**src/rtl/alias_guard_pkg.sv**
```systemverilog
package alias_guard_pkg;
  typedef enum logic [1:0] {SZ_B1 = 2'd0, SZ_B2 = 2'd1, SZ_B4 = 2'd2, SZ_B8 = 2'd3} acc_size_e;
  localparam int unsigned SIZE_W = 2;
endpackage

```
**src/rtl/alias_slot.sv**
```systemverilog
module alias_slot
  import alias_guard_pkg::*;
#(
  parameter int unsigned ADDR_W = 32
) (
  input  logic              clk_i,
  input  logic              rst_ni,
  input  logic              clr_i,
  input  logic              wr_i,
  input  logic [ADDR_W-1:0] wr_addr_i,
  input  acc_size_e         wr_size_i,
  input  logic [ADDR_W-1:0] chk_addr_i,
  input  acc_size_e         chk_size_i,
  output logic              valid_o,
  output logic              hit_o
);
  localparam int unsigned EXT_W = ADDR_W + 1;

  logic              valid_q;
  logic [ADDR_W-1:0] lo_q;
  acc_size_e         size_q;
  logic [EXT_W-1:0]  a_lo, a_hi, b_lo, b_hi;

  always_ff @(posedge clk_i or negedge rst_ni) begin
    if (!rst_ni) begin
      valid_q <= 1'b0;
      lo_q    <= '0;
      size_q  <= SZ_B1;
    end else if (clr_i) begin
      valid_q <= 1'b0;
    end else if (wr_i) begin
      valid_q <= 1'b1;
      lo_q    <= wr_addr_i;
      size_q  <= wr_size_i;
    end
  end

  // one extra bit keeps ranges from wrapping past the top address
  always_comb begin
    a_lo  = {1'b0, lo_q};
    a_hi  = a_lo + (EXT_W'(1) << size_q);
    b_lo  = {1'b0, chk_addr_i};
    b_hi  = b_lo + (EXT_W'(1) << chk_size_i);
    hit_o = valid_q && (a_lo < b_hi) && (b_lo < a_hi);
  end

  assign valid_o = valid_q;

  AST_SLOT_KEEP: assert property (@(posedge clk_i) disable iff (!rst_ni)
    (valid_q && !clr_i && !wr_i) |=> (valid_q && $stable(lo_q) && $stable(size_q)));
endmodule

```
**src/rtl/alias_fill.sv**
```systemverilog
module alias_fill #(
  parameter int unsigned DEPTH = 8
) (
  input  logic             clk_i,
  input  logic             rst_ni,
  input  logic             prot_i,
  input  logic             clr_i,
  output logic [DEPTH-1:0] wr_vec_o,
  output logic             ovf_o
);
  localparam int unsigned IDX_W = $clog2(DEPTH);
  localparam int unsigned CNT_W = $clog2(DEPTH + 1);

  logic [IDX_W-1:0] wptr_q;
  logic [CNT_W-1:0] cnt_q;
  logic             ovf_q;
  logic             full, do_wr;

  assign full  = (cnt_q == CNT_W'(DEPTH));
  assign do_wr = prot_i && !clr_i;

  always_ff @(posedge clk_i or negedge rst_ni) begin
    if (!rst_ni) begin
      wptr_q <= '0;
      cnt_q  <= '0;
      ovf_q  <= 1'b0;
    end else if (clr_i) begin
      wptr_q <= '0;
      cnt_q  <= '0;
      ovf_q  <= 1'b0;
    end else if (do_wr) begin
      wptr_q <= (wptr_q == IDX_W'(DEPTH - 1)) ? '0 : wptr_q + 1'b1;
      if (full) ovf_q <= 1'b1;
      else      cnt_q <= cnt_q + 1'b1;
    end
  end

  always_comb begin
    wr_vec_o = '0;
    if (do_wr) wr_vec_o[wptr_q] = 1'b1;
  end

  assign ovf_o = ovf_q;

  AST_OVF_SET: assert property (@(posedge clk_i) disable iff (!rst_ni)
    (do_wr && full) |=> ovf_o);
  AST_OVF_STICKY: assert property (@(posedge clk_i) disable iff (!rst_ni)
    (ovf_o && !clr_i) |=> ovf_o);
  AST_OVF_CLEAR: assert property (@(posedge clk_i) disable iff (!rst_ni)
    clr_i |=> !ovf_o);
endmodule

```
**src/rtl/alias_pick.sv**
```systemverilog
module alias_pick #(
  parameter int unsigned DEPTH = 8
) (
  input  logic [DEPTH-1:0]         hit_i,
  output logic                     any_o,
  output logic [$clog2(DEPTH)-1:0] idx_o
);
  localparam int unsigned IDX_W = $clog2(DEPTH);

  always_comb begin
    any_o = |hit_i;
    idx_o = '0;
    for (int i = DEPTH - 1; i >= 0; i--) begin
      if (hit_i[i]) idx_o = IDX_W'(i);
    end
  end
endmodule

```
**src/rtl/alias_guard.sv**
```systemverilog
module alias_guard
  import alias_guard_pkg::*;
#(
  parameter int unsigned ADDR_W = 32,
  parameter int unsigned DEPTH  = 8
) (
  input  logic                     clk_i,
  input  logic                     rst_ni,
  input  logic                     prot_valid_i,
  input  logic [ADDR_W-1:0]        prot_addr_i,
  input  logic [1:0]               prot_size_i,
  input  logic                     chk_valid_i,
  input  logic [ADDR_W-1:0]        chk_addr_i,
  input  logic [1:0]               chk_size_i,
  input  logic                     clear_i,
  output logic                     fault_o,
  output logic [$clog2(DEPTH)-1:0] fault_idx_o,
  output logic                     overflow_o
);
  localparam int unsigned IDX_W = $clog2(DEPTH);

  logic [DEPTH-1:0] wr_vec, valid_vec, hit_raw, hit_vec;
  logic             any_hit;
  logic [IDX_W-1:0] hit_idx;
  logic             fault_q;
  logic [IDX_W-1:0] idx_q;

  alias_fill #(.DEPTH(DEPTH)) u_fill (
    .clk_i    (clk_i),
    .rst_ni   (rst_ni),
    .prot_i   (prot_valid_i),
    .clr_i    (clear_i),
    .wr_vec_o (wr_vec),
    .ovf_o    (overflow_o)
  );

  for (genvar g = 0; g < DEPTH; g++) begin : g_slot
    alias_slot #(.ADDR_W(ADDR_W)) u_slot (
      .clk_i      (clk_i),
      .rst_ni     (rst_ni),
      .clr_i      (clear_i),
      .wr_i       (wr_vec[g]),
      .wr_addr_i  (prot_addr_i),
      .wr_size_i  (acc_size_e'(prot_size_i)),
      .chk_addr_i (chk_addr_i),
      .chk_size_i (acc_size_e'(chk_size_i)),
      .valid_o    (valid_vec[g]),
      .hit_o      (hit_raw[g])
    );
  end

  // compare uses pre-edge slot contents, so a same-cycle load is not seen
  assign hit_vec = (chk_valid_i && !clear_i) ? hit_raw : '0;

  alias_pick #(.DEPTH(DEPTH)) u_pick (
    .hit_i (hit_vec),
    .any_o (any_hit),
    .idx_o (hit_idx)
  );

  always_ff @(posedge clk_i or negedge rst_ni) begin
    if (!rst_ni) begin
      fault_q <= 1'b0;
      idx_q   <= '0;
    end else begin
      fault_q <= any_hit;
      idx_q   <= any_hit ? hit_idx : '0;
    end
  end

  assign fault_o     = fault_q;
  assign fault_idx_o = idx_q;

  AST_FAULT_NEEDS_STORE: assert property (@(posedge clk_i) disable iff (!rst_ni)
    fault_o |-> $past(chk_valid_i && !clear_i));
  AST_CLEAR_EMPTY: assert property (@(posedge clk_i) disable iff (!rst_ni)
    clear_i |=> (valid_vec == '0));
  AST_IDX_LOWEST: assert property (@(posedge clk_i) disable iff (!rst_ni)
    fault_o |-> ((($past(hit_vec) >> fault_idx_o) & DEPTH'(1)) == DEPTH'(1)
                 && ($past(hit_vec) & ((DEPTH'(1) << fault_idx_o) - DEPTH'(1))) == '0));
  AST_IDX_IDLE: assert property (@(posedge clk_i) disable iff (!rst_ni)
    !fault_o |-> (fault_idx_o == '0));
endmodule

```
**config.mk**
```make
export PLATFORM = sky130hd
export DESIGN_NAME = alias_guard
export DESIGN_NICKNAME = d
export VERILOG_FILES = /design/src/rtl/alias_guard_pkg.sv /design/src/rtl/alias_slot.sv /design/src/rtl/alias_fill.sv /design/src/rtl/alias_pick.sv /design/src/rtl/alias_guard.sv
export SDC_FILE = /design/constraint.sdc
export NUM_CORES = 1
export LEC_CHECK = 0
export BUFFER_PORTS_ARGS = -buffer_cell sky130_fd_sc_hd__buf_2
export CAP_MARGIN = 20
export CORE_ASPECT_RATIO = 2
export CORE_UTILIZATION = 55
export CTS_BUF_LIST = sky130_fd_sc_hd__clkbuf_8
export DETAILED_ROUTE_END_ITERATION = 10
export GPL_TIMING_DRIVEN = 0
export PLACE_DENSITY = 0.78
export SYNTH_ARGS = -nofsm -noshare
export SYNTH_HDL_FRONTEND = slang
export SYNTH_SLANG_ARGS = --single-unit
```
**constraint.sdc**
```tcl
create_clock -name clk_i -period 4.9 [get_ports clk_i]
set_clock_uncertainty 0.2 [all_clocks]
set_input_delay 0.98 -clock clk_i [delete_from_list [all_inputs] [get_ports clk_i]]
set_output_delay 0.98 -clock clk_i [all_outputs]
set_load 0.03 [all_outputs]
```
==> impl_metrics.tcl <==
set metrics [dict create \
    status "finished with violations" \
    violations "negative setup slack" \
    met3_usage 0.04428 \
    gr-usage-met2 0.6154 \
    ys_top_cells_by_area "dfrtp_1 (27%), ha_1 (24%), mux2_2 (11%), xor2_1 (5.3%), xnor2_1 (3.4%)" \
    startpoint_type "input pin" \
    cts_tree "yes" \
    synth_common_cells "ha_1 (536), dfrtp_1 (292), mux2_2 (265)" \
    setup_ws_ns -0.001547 \
    worstSetupPathType "in -> reg" \
    cp.arrival_ns 5.20 \
    place_inst 3513 \
    placed_cell_area_sq_um 28940 \
    ant_nets 0 \
    synth_most_common_cell "ha_1" \
    postLayoutCellArea_sq_um 31780 \
    cts-root-buf "clkbuf_8" \
    dieArea_sq_um 51020 \
    finalPower_uw 8777 \
    dr_total_vias 23578 \
    worst_pin_slew_ns 1.077 \
    synth_warnings 0 \
    grt-ovfl-total 0 \
    ys_seq_elements 292 \
    setup_viol 1 \
    die_x_um 160.2 \
    max_freq_mhz 204.0 \
    async_flop_share 1.000 \
    clk_latency_ns 0.60 \
    crit_path_end_kind "register" \
    r2r_setup_slack_ns 0.09 \
    report.final.slew_viol_count 0 \
    clock_sinks 292 \
    fp-row-count 115 \
    start_util 0.5579 \
    synth_nets 3397 \
    yosys.area_share.simple 0.1530 \
    design.core.area_sq_um 49350 \
    first_iter_violations 1107 \
    synth_flop_cell "dfrtp_1" \
    first_global_vias 24601 \
    cts.htree.levels 2 \
    cts_buffer_depth 3 \
    top_usage_layer "met2" \
    r2r_start "g_slot[2].u_slot.size_q[0]" \
    dp_hpwl_um 71970 \
    avgSynthCellArea_sq_um 9.908 \
    slew_headroom 0.2796 \
    vdd_drop_max_v 0.0002392 \
    yosysTopAreaCell "dfrtp_1" \
    routed_via_density 6.416 \
    yosys.area_share.adder 0.2501 \
    grt.met1_usage 0.3446 \
    antenna_found_initial 3 \
    synth_top_family_by_area "adder cells" \
    final_cells 3675 \
    grt_usage 0.3578 \
    grt_max_degree 116 \
    synth.distinct_cells 82 \
    die_h_um 318.4 \
    synthXorXnorAreaFrac 0.08684 \
    total_leakage_power_uw 0.01487 \
    crit_fanout 9 \
    nets 3615 \
    synth_area_sq_um 27540 \
    synth_edf_count 0 \
    synth_seq_area_share 0.2654 \
    io-pin-count 78 \
    grt_pass1_wl_um 138000 \
    hold_violations 0 \
    numCtsBuffers 47 \
    required_ns 5.20 \
    post-route-min-period_ns 4.902 \
    muxShareOfSynthArea 0.1095 \
    syn_inst 2779 \
    wl_per_cell_um 24.74 \
    first_pass_iters 5 \
    clkTransAtPathRegs_ns 0.07 \
    finalCritPeriodShare 1.000 \
    synth_top_area_frac 0.2654 \
    synth-compound-area-share 0.1220 \
    power_density_nw_per_um2 276.2 \
    rr_endpoint "fault_idx_o[2]" \
    rr_worst_depth 20 \
    hp-class "in -> async" \
    place_congestion 1.009 \
    syn_to_final_growth_pct 15.40 \
    rsz0062_at_grt "yes" \
    max_cap_violations 0 \
    port_buffers 76 \
    drcViolationCount 0 \
    finalWirelength_um 90930 \
    layout-drive-gt1-share 0.2228 \
]
-- critical path, cell delays in order --
cell,delay [ns]
buf_2,0.37
ha_4,0.29
a21o_1,0.19
a21oi_4,0.38
nor3_4,0.08
buf_6,0.14
nand3_4,0.09
xor2_4,0.19
buf_12,0.14
ha_4,0.20
and2_4,0.15
a221o_1,0.36
a221oi_2,0.32
o2111ai_2,0.21
a211o_1,0.32
a221o_1,0.45
inv_2,0.12
nor4b_4,0.06
and2_1,0.13
-- power breakdown --
group / total (uW) / internal [uW] / switching [uW]
combinational: 3240 / 1520 / 1720
sequential: 3280 / 2740 / 540
clock: 2260 / 1190 / 1060
total: 8780 / 5450 / 3320
-- metrics by stage --
stage	utilization	hold slack (ns)	setup TNS, ns	setup slack, ns
after floorplan	-	0.2536	0	0.0006377
after global placement	0.5829	0.2658	-794.61	-2.760
after detailed placement	0.5865	0.2692	-8.483	-2.261
after CTS	0.6284	0.2758	0	0.002381
after global routing	0.6439	0.2985	-0.2144	-0.07283
final	0.6439	0.2655	-0.001547	-0.001547
-- sequential cells by signal, summed over array words and instances, names as in the netlist --
register               flops
fault_idx_o                3
fault_o                    1
g_slot.u_slot.lo_q       256
g_slot.u_slot.size_q      16
g_slot.u_slot.valid_o      8
u_fill.cnt_q               4
u_fill.ovf_o               1
u_fill.wptr_q              3
-- what timing repair did --
item                       in CTS  in global routing
gates resized for setup       114                117
buffers inserted               49                 32
pin swaps                      46                 66
setup endpoints to repair       4                  4
hold buffers                    0                  0
-- worst max path at each step --
stage	startpoint	endpoint
floorplan	chk_size_i[1]	fault_idx_o[2]
global placement	rst_ni	g_slot[6].u_slot.size_q[0]
detailed placement	chk_addr_i[1]	fault_idx_o[2]
CTS	chk_size_i[1]	fault_idx_o[0]
global route	g_slot[2].u_slot.size_q[0]	fault_idx_o[2]
finish	chk_addr_i[2]	fault_idx_o[2]
-- metal layers --
layer	vias up	part of all wire
li1	10872	-
met3	519	0.036
met4	0	0.14
met2	861	0.49
met5	-	0
met1	11326	0.33
-- cells in the final DEF (no fill, tap or decap), types with 22 or more instances in the layout --
| cell | instances |
|---|---|
| nand3_1 | 88 |
| nand2_1 | 188 |
| nand4_1 | 111 |
| a21o_1 | 104 |
| nor2b_1 | 52 |
| inv_1 | 66 |
| buf_4 | 84 |
| dfrtp_1 | 292 |
| and3_1 | 48 |
| o21ai_0 | 95 |
| xor2_1 | 150 |
| clkbuf_1 | 28 |
| nor2_1 | 109 |
| a211oi_1 | 25 |
| buf_2 | 68 |
| nand2b_1 | 22 |
| a21oi_1 | 152 |
| and4_1 | 31 |
| xnor2_1 | 97 |
| and2_1 | 22 |
| clkbuf_8 | 63 |
| ha_1 | 527 |
| mux2_2 | 265 |
-- kinds of logic (layout without fill, tap and decap cells) --
group / Yosys count / in the layout
compound gates: 521 / 521
xor+xnor: 273 / 273
fa+ha+maj: 545 / 545
buf+inv: 94 / 345
flops: 292 / 292
mux: 268 / 268
other cells: 0 / 2
simple gates: 786 / 786
-- area by class of cell --
cell class                 instances  area (sq um)
timing repair buffer             169          1274
clock inverter                    19         107.6
inverter                          58         217.7
buffer                            36         151.4
tap                              643         804.5
fill                            3961         17580
sequential                       292          7307
antenna                            2         5.005
clock buffer                      63         867.1
multi-input combinational       2393         21040
Power figures use the tool's default switching activity.
